## src/rtl/sdr_pkg.sv

```systemverilog
package sdr_pkg;
  typedef struct packed {
    logic blank;
    logic en;
    logic dat;
    logic sclk;
  } sdr_pins_t;
  localparam int unsigned PINS_W = $bits(sdr_pins_t);
endpackage

```

## src/rtl/sdr_sync.sv

```systemverilog
module sdr_sync #(
  parameter int unsigned W      = 4,
  parameter int unsigned STAGES = 2
) (
  input  logic         clk_i,
  input  logic         rst_ni,
  input  logic [W-1:0] d_i,
  output logic [W-1:0] q_o
);
  logic [STAGES-1:0][W-1:0] stg_q;

  for (genvar s = 0; s < STAGES; s++) begin : g_stage
    always_ff @(posedge clk_i or negedge rst_ni) begin
      if (!rst_ni)    stg_q[s] <= '0;
      else if (s == 0) stg_q[s] <= d_i;
      else            stg_q[s] <= stg_q[(s == 0) ? 0 : s-1];
    end
  end

  assign q_o = stg_q[STAGES-1];
endmodule

```

## src/rtl/sdr_edge.sv

```systemverilog
module sdr_edge
  import sdr_pkg::*;
(
  input  logic      clk_i,
  input  logic      rst_ni,
  input  sdr_pins_t pins_i,
  output logic      shift_o,
  output logic      fall_o,
  output logic      load_o
);
  sdr_pins_t prev_q;

  always_ff @(posedge clk_i or negedge rst_ni) begin
    if (!rst_ni) prev_q <= '0;
    else         prev_q <= pins_i;
  end

  // envelope gates both shift-clock edges
  assign shift_o = pins_i.en &  pins_i.sclk & ~prev_q.sclk;
  assign fall_o  = pins_i.en & ~pins_i.sclk &  prev_q.sclk;
  assign load_o  = prev_q.en & ~pins_i.en;
endmodule

```

## src/rtl/sdr_shift.sv

```systemverilog
module sdr_shift #(
  parameter int unsigned N = 32
) (
  input  logic         clk_i,
  input  logic         rst_ni,
  input  logic         shift_i,
  input  logic         fall_i,
  input  logic         din_i,
  output logic [N-1:0] q_o,
  output logic         dout_o
);
  logic [N-1:0] sr_q;
  logic         dout_q;

  // oldest bit drifts toward index 0
  always_ff @(posedge clk_i or negedge rst_ni) begin
    if (!rst_ni)      sr_q <= '0;
    else if (shift_i) sr_q <= {din_i, sr_q[N-1:1]};
  end

  always_ff @(posedge clk_i or negedge rst_ni) begin
    if (!rst_ni)     dout_q <= 1'b0;
    else if (fall_i) dout_q <= sr_q[0];
  end

  assign q_o    = sr_q;
  assign dout_o = dout_q;


  shift_in_chk: assert property (@(posedge clk_i) disable iff (!rst_ni)
    shift_i |=> sr_q[N-1] == $past(din_i));

  no_shift_chk: assert property (@(posedge clk_i) disable iff (!rst_ni)
    !shift_i |=> $stable(sr_q));

  dout_hold_chk: assert property (@(posedge clk_i) disable iff (!rst_ni)
    !fall_i |=> $stable(dout_o));
endmodule

```

## src/rtl/sdr_latch.sv

```systemverilog
module sdr_latch #(
  parameter int unsigned N = 32
) (
  input  logic         clk_i,
  input  logic         rst_ni,
  input  logic         load_i,
  input  logic         blank_i,
  input  logic [N-1:0] d_i,
  output logic [N-1:0] drv_o
);
  logic [N-1:0] lat_q;

  always_ff @(posedge clk_i or negedge rst_ni) begin
    if (!rst_ni)     lat_q <= '0;
    else if (load_i) lat_q <= d_i;
  end

  assign drv_o = blank_i ? '0 : lat_q;


  latch_hold_chk: assert property (@(posedge clk_i) disable iff (!rst_ni)
    !load_i |=> $stable(lat_q));

  blank_off_chk: assert property (@(posedge clk_i) disable iff (!rst_ni)
    blank_i |-> drv_o == '0);

  blank_keep_chk: assert property (@(posedge clk_i) disable iff (!rst_ni)
    (!blank_i && $past(blank_i) && !$past(load_i)) |-> drv_o == $past(lat_q));
endmodule

```

## src/rtl/serial_display_reg.sv

```systemverilog
module serial_display_reg
  import sdr_pkg::*;
#(
  parameter int unsigned N_OUT       = 32,
  parameter int unsigned SYNC_STAGES = 2
) (
  input  logic             clk_i,
  input  logic             rst_ni,
  input  logic             ser_clk_i,
  input  logic             ser_dat_i,
  input  logic             ser_en_i,
  input  logic             blank_i,
  output logic             ser_dat_o,
  output logic [N_OUT-1:0] drv_o
);
  sdr_pins_t  raw, syn;
  logic [PINS_W-1:0] syn_bits;
  logic       shift, fall, load;
  logic [N_OUT-1:0] sr;

  assign raw = '{blank: blank_i, en: ser_en_i, dat: ser_dat_i, sclk: ser_clk_i};

  sdr_sync #(.W(PINS_W), .STAGES(SYNC_STAGES)) u_sync (
    .clk_i, .rst_ni, .d_i(raw), .q_o(syn_bits)
  );
  assign syn = sdr_pins_t'(syn_bits);

  sdr_edge u_edge (
    .clk_i, .rst_ni, .pins_i(syn), .shift_o(shift), .fall_o(fall), .load_o(load)
  );

  sdr_shift #(.N(N_OUT)) u_shift (
    .clk_i, .rst_ni, .shift_i(shift), .fall_i(fall), .din_i(syn.dat),
    .q_o(sr), .dout_o(ser_dat_o)
  );

  sdr_latch #(.N(N_OUT)) u_latch (
    .clk_i, .rst_ni, .load_i(load), .blank_i(syn.blank), .d_i(sr), .drv_o(drv_o)
  );


  gate_chk: assert property (@(posedge clk_i) disable iff (!rst_ni)
    !syn.en |-> !shift && !fall);

  load_once_chk: assert property (@(posedge clk_i) disable iff (!rst_ni)
    load |=> !load);
endmodule

```

## config.mk

```make
export PLATFORM = sky130hd
export DESIGN_NAME = serial_display_reg
export DESIGN_NICKNAME = d
export VERILOG_FILES = /design/src/rtl/sdr_pkg.sv /design/src/rtl/sdr_sync.sv /design/src/rtl/sdr_edge.sv /design/src/rtl/sdr_shift.sv /design/src/rtl/sdr_latch.sv /design/src/rtl/serial_display_reg.sv
export SDC_FILE = /design/constraint.sdc
export NUM_CORES = 1
export LEC_CHECK = 0
export BUFFER_PORTS_ARGS = -buffer_cell sky130_fd_sc_hd__buf_2
export CAP_MARGIN = 20
export CORE_MARGIN = 4
export CORE_UTILIZATION = 44
export CTS_CLUSTER_SIZE = 16
export DETAILED_ROUTE_END_ITERATION = 6
export PLACE_DENSITY = 0.62
export SYNTH_ARGS = -nofsm -noshare
export SYNTH_HDL_FRONTEND = slang
export SYNTH_SLANG_ARGS = --single-unit
```

## constraint.sdc

```tcl
create_clock -name clk_i -period 3.25 [get_ports clk_i]
set_input_delay 0.325 -clock clk_i [delete_from_list [all_inputs] [get_ports clk_i]]
set_output_delay 0.325 -clock clk_i [all_outputs]
set_load 0.01 [all_outputs]
```

## Word-level counts from Yosys, hierarchy flattened

Index checks and enable logic that the tools add are counted.

- Bits in registers: 75
- Logic and storage cells: 16

- Muxes and demuxes: 1
- Bitwise logic cells: 8

Operator list:

| kind | number |
|---|---|
| $mux 32 | 1 |
| $and 1x1->1 | 5 |
| $not 1->1 | 3 |

## Logic depth before layout (Yosys ltp)

- Depth in word-level cells: 3
- Gate-level depth with buffers: 4

## By module

A second synthesis with hierarchy kept.

- Cell total of the unflattened synthesis: 190
- Area total of the unflattened synthesis: 3301.9 µm²

By module, submodules not included:

| module | instances | cells an instance | area an instance (µm²) |
|---|---|---|---|
| sdr_latch | 1 | 103 | 1616.6 |
| sdr_shift | 1 | 70 | 1381.3 |
| sdr_sync | 1 | 12 | 230.2 |
| sdr_edge | 1 | 5 | 73.8 |

## Worst setup path after synthesis

Ideal clock, no wire load.

- Path type: flip-flop to flip-flop
- Start: register u_sync.stg_q, in the netlist u_sync.q_o[2]
- End: register u_latch.lat_q[10]
- Library setup time: 0.125 ns
- Arrival: 1.125 ns
- Required time: 3.125 ns
- Setup slack: 2.000 ns
- Stages on the path, launching flop included: 5
- Path buffers: 2
- Cells stage by stage: dfrtp_1 > nor2b_1 > buf_6 > buf_12 > mux2_4

- Longest elaborated chain between the ends: 2

RTL lines:

| what | RTL line | RTL |
|---|---|---|
| start, declared | sdr_sync.sv:10 | `logic [STAGES-1:0][W-1:0] stg_q;` |
| start signal, assigned by index | sdr_sync.sv:15 | `else if (s == 0) stg_q[s] <= d_i;` |
| start signal, assigned by index | sdr_sync.sv:16 | `else stg_q[s] <= stg_q[(s == 0) ? 0 : s-1];` |
| $not 1->1 | sdr_edge.sv:21 | `assign load_o = prev_q.en & ~pins_i.en;` |
| $and 1x1->1 | sdr_edge.sv:21 |  |
| end signal, assigned | sdr_latch.sv:15 | `else if (load_i) lat_q <= d_i;` |
| end, declared | sdr_latch.sv:11 | `logic [N-1:0] lat_q;` |

Every way passes these cells.
A chain may end at the register's enable or synchronous reset.

## Worst setup path after layout

- Start: register u_sync.stg_q, in the netlist u_sync.q_o[3]
- End: output drv_o[29]

- Longest elaborated chain between the ends: 1

RTL lines:

| what | RTL line | RTL |
|---|---|---|
| $mux 32 | sdr_latch.sv:18 | `assign drv_o = blank_i ? '0 : lat_q;` |
| end, declared | serial_display_reg.sv:14 | `output logic [N_OUT-1:0] drv_o` |

Every way passes these cells.

==> reports/results.md <==
| Metric | Value |
|:---|:---|
| Number of resized instances in the post-cts repair step | 0 |
| Critical path's slowest cell | dfrtp_1 |
| Worst-case clock skew | 0.00709 ns |
| Worst slew margin | 0.340 |
| Biggest area consumer among synthesized cells | dfrtp_1 |
| Setup bufs post-CTS | 0 |
| Initial cell density of the core | 0.452 |
| Layout-stage area growth over the synthesis result | 14.7% |
| Die W | 91.6 um |
| Final WS setup | 1.30 ns |
| Number of buffers inserted during clock tree synthesis | 9 |
| Total core area | 0.00679 sq mm |
| Maximum number of pins on one net before global-route repair | 76 |
| Master cell of the clock root buffer | clkbuf_8 |
| Unique cell type count in the Yosys netlist | 10 |
| Max FO, Critical Path | 32 |
| Number of design rule violations left after detail routing | 0 |
| Clock Latency Late Sink | 0.33 ns |
| Total Power | 2.17 mW |
| Total power per unit cell area | 616 mW/mm^2 |
| Hold buffers post-CTS | 0 |
| Post-placement setup slack | 1.40 ns |
| Initial antenna violation count | 0 |
| CP startpoint kind | flip-flop |
| Vias/cell | 4.56 |
| Worst hold slack across all endpoints | 0.0904 ns |
| Peak supply drop | 0.304 mV |
| Ratio of final minimum period to clock period | 0.601 |
| Period minus WS final | 1.95 ns |
| Leakage power | 1.85 nW |
| Finished Core Util | 0.519 |
| Min-delay worst type | in2reg |
| Total count of max-transition violations in the final report | 0 |
| Number of flip-flops and latches in the synthesized netlist | 75 |
| Proportion of synthesized chip area in sequential cells | 0.611 |
| Slowest cell delay on critical path | 1.00 ns |
| Cell area after synthesis | 0.00307 sq mm |
| Diodes inserted | 0 |
| Endpoint class of the critical path | output port |
| Number of iterations in the first detailed-routing pass | 2 |
| F_max | 512 MHz |
| Outcome | finished, final reports clean |
| Deepest level of the CTS H-tree | 3 |
| RSZ-0062 raised after global routing | no |
| Required time of the critical path | 2.92 ns |
| Start-to-end type of the worst setup path | reg2out |
| Number of primary I/O pins | 39 |
| Average cell area after synthesis | 16.6 sq um |
| Proportion of netlist area held by the largest area contributor | 0.611 |
| Port Buffer Count | 38 |
| Cell-by-cell trace of the critical path | nor2b_1 -> buf_2 |
| Via count of the first global-routing pass | 1588 |
| First-pass GRT wire length | 7.80 mm |
| Slew at the pin with the worst max-slew slack | 0.989 ns |
| Synth warnings | 0 |
| Clock buffer depth | 2 |
| Total wire length after detailed routing | 4.52 mm |
| CTS tree | yes |
| Final #Nets | 231 |
| Vert. Die Dim | 91.6 um |
| GRT overflow | 0 |
| Number of setup violations in the final report | 0 |
| Total via count after detailed routing | 1487 |
| Count of clock tree sinks | 75 |
| Die area | 0.00838 sq mm |
| Post-Synthesis Net Count | 191 |
| Routability congestion estimate from global placement | 0.658 |
| Dominant cells by area after synthesis | dfrtp_1 (61%), mux2_4 (15%), mux2_1 (11%) |
| HPWL after detailed placement | 2.77 mm |
| Number of standard-cell rows in the floorplan | 30 |
| WP data arrival | 1.63 ns |
| Reg clk slew, reported paths | 0.08 ns |
| Average wire per cell in the routed design | 13.9 um |
| Post-detailed-route count of antenna-violating nets | 0 |
| Count of mapped cells out of synthesis | 185 |
| Layout cells sized above 1 | 0.400 |
| Number of fillers in the final layout | 589 |
| GRT Resource Usage Total | 0.119 |
| Initial detailed-routing violation count | 81 |
| Number of failing hold endpoints at the final stage | 0 |
| Setup_tns | 0 ns |
| Max-capacitance violation count | 0 |
-- cell families after synthesis --
family | count (synthesis) | share of synthesized area
buf+inv | 10 | 0.0379
mux | 65 | 0.275
flops | 75 | 0.611
simple gates | 35 | 0.0762
-- report_power, final --
part / internal (mW) / switching (mW) / leakage [nW]
combinational: 0.137 / 0.0831 / 0.730
sequential: 1.03 / 0.0760 / 1.00
clock: 0.508 / 0.330 / 0.119
-- layout make-up --
class / instances / area [sq um] / share of cell area
sequential: 75 / 1880 / 0.533
clock buffer: 9 / 124 / 0.0352
tap: 96 / 120 / 0.0341
clock inverter: 7 / 116 / 0.0330
multi-input combinational: 100 / 1090 / 0.308
timing repair buffer: 39 / 200 / 0.0568
-- routing by layer --
layer,track usage,up-vias,wire length (um),part of all wire
met5,0,-,0,0
met4,0.0678,0,80,0.018
met3,0.0290,6,173,0.038
met2,0.172,28,2000,0.44
met1,0.164,745,2260,0.50
li1,-,708,-,-
-- worst max-delay path, delay by kind of cell (launching register included) --
family	cells	cell delay, ns
simple gates	1	0.12
buf+inv	1	0.18
flops	1	1.00
-- placed cells by master (no fill, tap or decap) --
master / netlist / final
dfrtp_1: 75 / 75
buf_2: 0 / 37
nor2b_1: 33 / 32
mux2_1: 30 / 30
mux2_4: 30 / 30
clkbuf_8: 0 / 9
mux2_2: 5 / 5
bufinv_16: 0 / 3
clkinv_2: 0 / 2
buf_4: 0 / 2
nand3b_4: 1 / 1
nor2b_4: 0 / 1
nand3b_1: 1 / 1
clkinv_4: 0 / 1
clkinvlp_4: 0 / 1
-- stage by stage --
step,cell area [sq um],std cells
floorplan,3070,185
global placement,3280,310
detailed placement,3280,310
CTS,3520,326
global route,3520,326
finish,3520,326
-- path summary, 6_finish.rpt --
check                                     startpoint                       endpoint  slack, ns  cells after the start
setup reg to reg             u_sync.q_o[2]$_DFF_PN0_  u_latch.lat_q[31]$_DFFE_PN0P_       1.39                      3
hold / removal                             ser_dat_i      u_sync.stg_q[1]$_DFF_PN0_       0.09                      1
setup / recovery             u_sync.q_o[3]$_DFF_PN0_                      drv_o[29]       1.30                      2
hold reg to reg            u_sync.stg_q[3]$_DFF_PN0_        u_sync.q_o[3]$_DFF_PN0_       0.35                      0
max in group asynchronous                     rst_ni    u_shift.q_o[25]$_DFFE_PN0P_       2.55                      1
min in group asynchronous                     rst_ni    u_shift.q_o[19]$_DFFE_PN0P_       0.13                      1
-- cells in the mapped netlist --
cell type / instances
mux2_1: 30
nor2b_1: 33
clkbuf_1: 3
nand3b_1: 1
buf_6: 4
dfrtp_1: 75
nand3b_4: 1
mux2_2: 5
buf_12: 3
mux2_4: 30
-- flip-flops by register name, summed over array words and instances (netlist names) --
name            cells
u_latch.lat_q      32
u_shift.q_o        32
u_sync.q_o          4
u_sync.stg_q        4
u_edge.prev_q       2
u_shift.dout_o      1
Power figures use the tool's default switching activity.
